## config.mk

```make
export PLATFORM = sky130hd
export DESIGN_NAME = useq_ctrl
export DESIGN_NICKNAME = d
export VERILOG_FILES = /design/src/rtl/useq_ctrl.sv
export SDC_FILE = /design/constraint.sdc
export NUM_CORES = 1
export LEC_CHECK = 0
export BUFFER_PORTS_ARGS = -buffer_cell sky130_fd_sc_hd__buf_4
export CAP_MARGIN = 25
export CORE_UTILIZATION = 55
export CTS_CLUSTER_DIAMETER = 30
export DETAILED_ROUTE_END_ITERATION = 7
export PLACE_DENSITY = 0.9
export SYNTH_ARGS = -nofsm -noshare
export SYNTH_HDL_FRONTEND = slang
export SYNTH_SLANG_ARGS = --single-unit
```

## constraint.sdc

```tcl
create_clock -name clk -period 5.3 [get_ports clk]
set_input_delay 0.53 -clock clk [delete_from_list [all_inputs] [get_ports clk]]
set_output_delay 0.53 -clock clk [all_outputs]
set_load 0.1 [all_outputs]
```

## src/rtl/useq_ctrl.sv

```systemverilog
`timescale 1ns/1ps
module useq_ctrl #(
  parameter int OPC_W = 4,
  parameter int AW    = 6,
  parameter int CTL_W = 28,
  parameter int DEPTH = 54,
  parameter int NROUT = 6
) (
  input  logic             clk,
  input  logic             rst_n,
  input  logic [OPC_W-1:0] opcode,
  output logic [CTL_W-1:0] ctl_word,
  output logic [AW-1:0]    uaddr
);
  localparam int MW      = CTL_W + AW;
  localparam int PFX_W   = AW - OPC_W;
  localparam int ENTRY0  = ((1 << PFX_W) - 1) << OPC_W;
  localparam int FETCH_N = 3;
  localparam logic [AW-1:0] DISPATCH = '1;
  localparam logic [CTL_W-1:0] ONE = 1;

  localparam int B_PC_BUS  = 0;
  localparam int B_MAR_LD  = 1;
  localparam int B_PC_INC  = 2;
  localparam int B_MEM_RD  = 3;
  localparam int B_MDR_BUS = 5;
  localparam int B_IR_LD   = 6;
  localparam int B_IRF_BUS = 7;
  localparam int B_ACC_BUS = 9;
  localparam int B_MDR_LD  = 10;
  localparam int B_ALU0    = 10;
  localparam int B_OPB_LD  = 22;
  localparam int B_ALU_ACC = 25;
  localparam int B_MEM_SEL = 26;
  localparam int B_END     = 27;

  function automatic int rbase(input int k);
    return FETCH_N + (k * (k + 3)) / 2;
  endfunction

  function automatic logic [MW-1:0] word_at(input int a);
    logic [CTL_W-1:0] c;
    int nxt;
    c   = '0;
    nxt = 0;
    if (a == 0) begin
      c = (ONE << B_PC_BUS) | (ONE << B_MAR_LD);
      nxt = 1;
    end else if (a == 1) begin
      c = (ONE << B_PC_INC) | (ONE << B_MEM_RD) | (ONE << B_MEM_SEL);
      nxt = 2;
    end else if (a == 2) begin
      c = (ONE << B_MDR_BUS) | (ONE << B_IR_LD);
      nxt = int'(DISPATCH);
    end else if (a >= ENTRY0 && a < ENTRY0 + NROUT) begin
      c = (ONE << B_IRF_BUS) | (ONE << B_MAR_LD);
      nxt = rbase(a - ENTRY0);
    end else begin
      for (int k = 0; k < NROUT; k++) begin
        if (a >= rbase(k) && a < rbase(k) + k + 2) begin
          if (a == rbase(k) + k + 1) begin
            c = ONE << B_END;
            if (k == 0) c = c | (ONE << B_ACC_BUS) | (ONE << B_MDR_LD);
            else        c = c | (ONE << B_ALU_ACC) | (ONE << (B_ALU0 + k));
            nxt = 0;
          end else if (a == rbase(k)) begin
            c = (ONE << B_MEM_RD) | (ONE << B_MEM_SEL);
            nxt = a + 1;
          end else begin
            c = (ONE << B_MDR_BUS) | (ONE << B_OPB_LD);
            nxt = a + 1;
          end
        end
      end
    end
    return {c, AW'(nxt)};
  endfunction

  logic [CTL_W-1:0] rom_ctl [DEPTH];
  logic [AW-1:0]    rom_nxt [DEPTH];

  for (genvar g = 0; g < DEPTH; g++) begin : g_store
    logic [MW-1:0] w;
    assign w          = word_at(g);
    assign rom_ctl[g] = w[MW-1:AW];
    assign rom_nxt[g] = w[AW-1:0];
  end

  logic [AW-1:0]    uaddr_q, nxt, rd_next;
  logic [CTL_W-1:0] ctl_q, nxt_ctl;
  logic             cur_in, nxt_in;

  assign cur_in  = uaddr_q < AW'(DEPTH);
  assign rd_next = cur_in ? rom_nxt[uaddr_q] : '0;
  assign nxt     = (rd_next == DISPATCH) ? {{PFX_W{1'b1}}, opcode} : rd_next;
  assign nxt_in  = nxt < AW'(DEPTH);
  assign nxt_ctl = nxt_in ? rom_ctl[nxt] : '0;

  always_ff @(posedge clk or negedge rst_n) begin
    if (!rst_n) begin
      uaddr_q <= '0;
      ctl_q   <= rom_ctl[0];
    end else begin
      uaddr_q <= nxt;
      ctl_q   <= nxt_ctl;
    end
  end

  assign uaddr    = uaddr_q;
  assign ctl_word = ctl_q;

  AST_RESET_FETCH: assert property (@(posedge clk) disable iff (!rst_n)
    $rose(rst_n) |-> (uaddr_q == '0));
  AST_SEQ_FOLLOW: assert property (@(posedge clk) disable iff (!rst_n)
    (rd_next != DISPATCH) |=> (uaddr_q == $past(rd_next)));
  AST_DISPATCH_ENTRY: assert property (@(posedge clk) disable iff (!rst_n)
    (rd_next == DISPATCH) |=> (uaddr_q[OPC_W-1:0] == $past(opcode)) && (&uaddr_q[AW-1:OPC_W]));
  AST_CTL_ALIGN: assert property (@(posedge clk) disable iff (!rst_n)
    cur_in |-> (ctl_q == rom_ctl[uaddr_q]));
  AST_OOR_ZERO: assert property (@(posedge clk) disable iff (!rst_n)
    !cur_in |-> (ctl_q == '0));
  AST_OOR_FETCH: assert property (@(posedge clk) disable iff (!rst_n)
    !cur_in |=> (uaddr_q == '0));
  AST_END_RETURN: assert property (@(posedge clk) disable iff (!rst_n)
    ctl_q[B_END] |=> (uaddr_q == '0));
endmodule

```

## Word level (Yosys, flattened, before mapping)

Memory sizes are Yosys's and may differ from the RTL's.
Cells that the tools add are included.

| word-level totals | value |
|---|---|
| memory bits (read-only) | 2176 |
| register bits after elaboration | 34 |
| output and inout bits | 34 |
| memories | 2 |
| word-level logic and storage cells | 18 |

| operators by class | value |
|---|---|
| mux-type cells | 7 |
| eq/ne operators | 1 |
| bitwise gates (word level) | 2 |
| order comparisons | 4 |

Memory list:

| memory | depth | width | read ports | clocked after memory_dff | wr ports | line | text |
|---|---|---|---|---|---|---|---|
| (name not given) | 64 | 28 | 1 | 0 | 0 | 97 | `assign nxt_ctl = nxt_in ? rom_ctl[nxt] : '0;` |
| (name not given) | 64 | 6 | 1 | 0 | 0 | 94 | `assign rd_next = cur_in ? rom_nxt[uaddr_q] : '0;` |

Operators by type and width:

| cell | number |
|---|---|
| 2-to-1 mux 28 bit | 3 |
| 2-to-1 mux 6 bit | 4 |
| >= comparator 7 bit (second input constant) | 2 |
| NOT 6 -> 7 bit | 2 |
| less-than comparator 6 bit (second input constant) | 2 |
| == test 6 bit (second input constant) | 1 |

## Depth between registers and ports, before layout

| logic depth | value |
|---|---|
| word-level depth | 12 |
| gate-level depth with buffers | 12 |

## Least setup slack after synthesis

No wires, ideal clock.

| timing path | value |
|---|---|
| path type | flip-flop to flip-flop |
| start | register uaddr_q[1], in the netlist uaddr[1] |
| end | register ctl_q[25], in the netlist ctl_word[25] |
| cell stages (with the launch flop) | 11 |
| clock period less this slack | 3.473 ns |
| setup time | 0.083 ns |
| path slack | 1.827 ns |
| arrival time | 3.390 ns |
| required time | 5.217 ns |
| path through | dfrtp_1 inv_1 ha_1 inv_1 or4_1 o22a_1 inv_1 ha_1 or3b_4 a211o_1 o21ai_0 |

| between the ends | value |
|---|---|
| word-level cells in the longest chain between the ends | 12 |
| elaborated cells on any way between the ends | 14 |
| classes of those cells | order compare: 2; eq/ne: 1; mux: 7; bitwise: 2; memory: 2 |

Ends and longest elaborated chain:

| what | line | text |
|---|---|---|
| start, declared | 89 | `logic [AW-1:0] uaddr_q, nxt, rd_next;` |
| start signal, assigned | 104 | `uaddr_q <= nxt;` |
| NOT 6 -> 7 bit (not written as such) | 94 |  |
| memory read (64 x 6 bit) | n/a |  |
| 2-to-1 mux 6 bit (not written as such) (2 in a row) | 94 |  |
| 2-to-1 mux 6 bit (*) | 94 |  |
| == test 6 bit | 95 | `assign nxt = (rd_next == DISPATCH) ? {{PFX_W{1'b1}}, opcode} : rd_next;` |
| 2-to-1 mux 6 bit (*) | 95 |  |
| named net nxt[0] | 89 |  |
| NOT 6 -> 7 bit (not written as such) | 97 |  |
| memory read (64 x 28 bit) | n/a |  |
| 2-to-1 mux 28 bit (not written as such) (2 in a row) | 97 |  |
| 2-to-1 mux 28 bit (*) | 97 |  |
| named net nxt_ctl[25] | 90 | `logic [CTL_W-1:0] ctl_q, nxt_ctl;` |
| end signal, assigned | 102 | `ctl_q <= rom_ctl[0];` |
| end signal, assigned | 105 | `ctl_q <= nxt_ctl;` |
| end, declared | 90 |  |

Mark *: on every way through the listed nets, which the timed path passes. The rest lies on a longest branch. The select of a mux whose other input is x is not followed.

## Worst setup path after layout

Ends and elaborated chain as after synthesis.

==> out/qor.txt <==
TritonCTS Buffers - 3
Worst-path fanout max - 13
Post-Synth Simple-Gate Area - 17.10%
Worst-Skew Late Latency - 0.32 ns
DR DRC count - 0
# setup viols final - 0
Num ports - 40
Seq/Total Area, Yosys - 36.17%
Multi-input combinational cell area - 802.0 um^2
Adder-cell area share of the yosys netlist - 9.820%
Via count - 1194
CTS tree - yes
Largest family of logic cells by synthesized area - compound AO/OA/AOI/OAI gates
YS warnings - 0
RSZ-0062 raised after global routing - false
Clock period minus worst slack - 3.098 ns
Clock buffer depth - 2
R2R Setup Slk - 2.20 ns
Die Ht - 54.73 um
Gr ovfl total - 0
All-Layer GR Usage - 24.84%
Initial Util - 60.08%
Crit path required time - 5.54 ns
Num Clock Sinks - 22
Commonest non-fill, non-tap cell in the layout - buf_4
Hold_buf cts - 0
Slew Viols, Final - 0
Setup repair bufs after CTS - 0
Most frequent cells in the layout - 29 x buf_4, 20 x dfrtp_1, 12 x ha_1
Detailed Routing Iterations Pass 1 - 4
Area grow syn2layout - 12.03%
Final setup margin - 2.202 ns
Clock-pin slew on the worst setup and hold paths - 0.12 ns
Main synth FF type - dfrtp_1
Final Util - 67.31%
Cell Area, Synth - 1529 um^2
Post-synthesis mux area share - 4.664%
Reg area - 553.0 um^2
Asr flop ratio synth - 100.0%
Outcome - completed
Nets@finish - 198
Min-delay worst type - primary input to asynchronous set/reset pin
Syn Inst Count - 158
Xor and xnor area share after synthesis - 1.146%
Max Freq - 0.3228 GHz
Initial antenna violation count - 0
Pre-CTS setup slack - 2.268 ns
Largest net degree at the start of global routing - 23
Final Hold Fails - 0
Clk_skew - 0.003671 ns
Antenna Cells - 0
Layout cells sized above 1 - 25.14%
GPL Wtd Cong - 0.8802
Final WL - 3193 um
First-pass GRT wire length - 5188 um
Via density - 5.713
Pin slew with the least headroom to its limit - 0.7185 ns
Synth Area in Compound Gates - 17.27%
Setup TNS - 0 ns
Number of global-route vias before repair - 1117
H-tree lvl count - 1
Post_cts resized - 0
Synth Register Bits - 22
Synthesized area per cell - 9.677 um^2
Core area - 2545 um^2
Crit path kind - flip-flop to flip-flop
CP startpoint kind - flip-flop
Post-route ant nets - 0
CP arrival - 3.34 ns
Crit end category - flip-flop
Max-cap violations - 0
Max_slew headroom - 52.10%
Root buffer cell - clkbuf_4
Row count - 18
EDFF count, synth - 0
Die area - 2995 um^2
Die Span X - 54.73 um
Post-DR wirelength/cell - 15.28 um
Tcrit/Tclk final - 58.46%
Layout fillers - 177
Port Buffers - 29
Starting DRT DRC Count - 36
Count of different cell masters after synthesis - 50
Worst Reg-to-Reg Cells - 10
Post-DP HPWL - 2325 um
## sequential cells by signal, summed over array words and instances, names as in the netlist
register  cells
ctl_word     16
uaddr         6
## area by class of cell
class | instances | area share, %
Tap cell | 30 | 2.191
Timing Repair Buffer | 29 | 12.71
Inverter | 12 | 2.922
Multi-Input combinational cell | 112 | 46.82
Clock buffer | 3 | 1.315
Clock inverter | 1 | 1.753
Sequential cell | 22 | 32.29
## worst max-delay path, stage by stage (launching register included)
cell,delay [ns]
dfrtp_1,0.61
inv_1,0.15
ha_1,0.33
inv_1,0.08
or4_1,0.53
o22a_1,0.24
inv_1,0.12
ha_1,0.21
or3b_4,0.41
a211o_1,0.27
o21ai_0,0.08
## metal layers
metal | routed length [um] | global-route usage, %
met5 | 0 | 0
met4 | 17 | 7.692
met3 | 232 | 5.556
met2 | 1580 | 40.96
met1 | 1362 | 31.90
## logic make-up after synthesis
logic type      Yosys count
simple gates             46
other cells               1
compound gates           35
buf+inv                  33
fa+ha+maj                12
xor+xnor                  2
flops                    22
mux                       7
## through the flow
step	cells	hold WS (ns)	cell area [um^2]
2_1_floorplan	167	0.2344	1563
3_3_place_gp	205	0.4235	1660
3_5_place_dp	205	0.4360	1660
4_1_cts	209	0.07900	1713
5_1_grt	209	0.08197	1713
6_report	209	0.07057	1713
## cell usage after synthesis (2+ instances only)
library cell,n,area share [%]
a211oi_1,4,2.0
a21bo_2,2,1.3
a21oi_1,7,2.3
a31oi_1,2,0.82
and3_1,3,1.2
buf_2,3,0.98
buf_4,16,7.9
buf_6,2,1.5
dfrtp_1,20,33
dfstp_2,2,3.4
ha_1,12,9.8
inv_1,11,2.7
mux2i_1,6,3.9
nand2_1,10,2.5
nand2b_1,3,1.2
nand3_1,2,0.65
nor2_1,10,2.5
nor2b_1,3,1.2
nor3_1,3,0.98
o211ai_1,2,0.98
o21ai_0,4,1.3
o32ai_1,2,1.1
or3_1,2,0.82
## final timing paths
path,from,end
worst max register to register,uaddr[1]$_DFF_PN0_,ctl_word[25]$_DFF_PN0_
min in group clk,opcode[3],ctl_word[7]$_DFF_PN0_
worst max-delay path,uaddr[1]$_DFF_PN0_,ctl_word[25]$_DFF_PN0_
max in group asynchronous,rst_n,ctl_word[1]$_DFF_PN1_
worst min register to register,uaddr[0]$_DFF_PN0_,uaddr[2]$_DFF_PN0_
worst min-delay path,rst_n,uaddr[3]$_DFF_PN0_
Power is not shown: default switching activity piles up to over one toggle a cycle in this logic, so the estimate is an artifact.
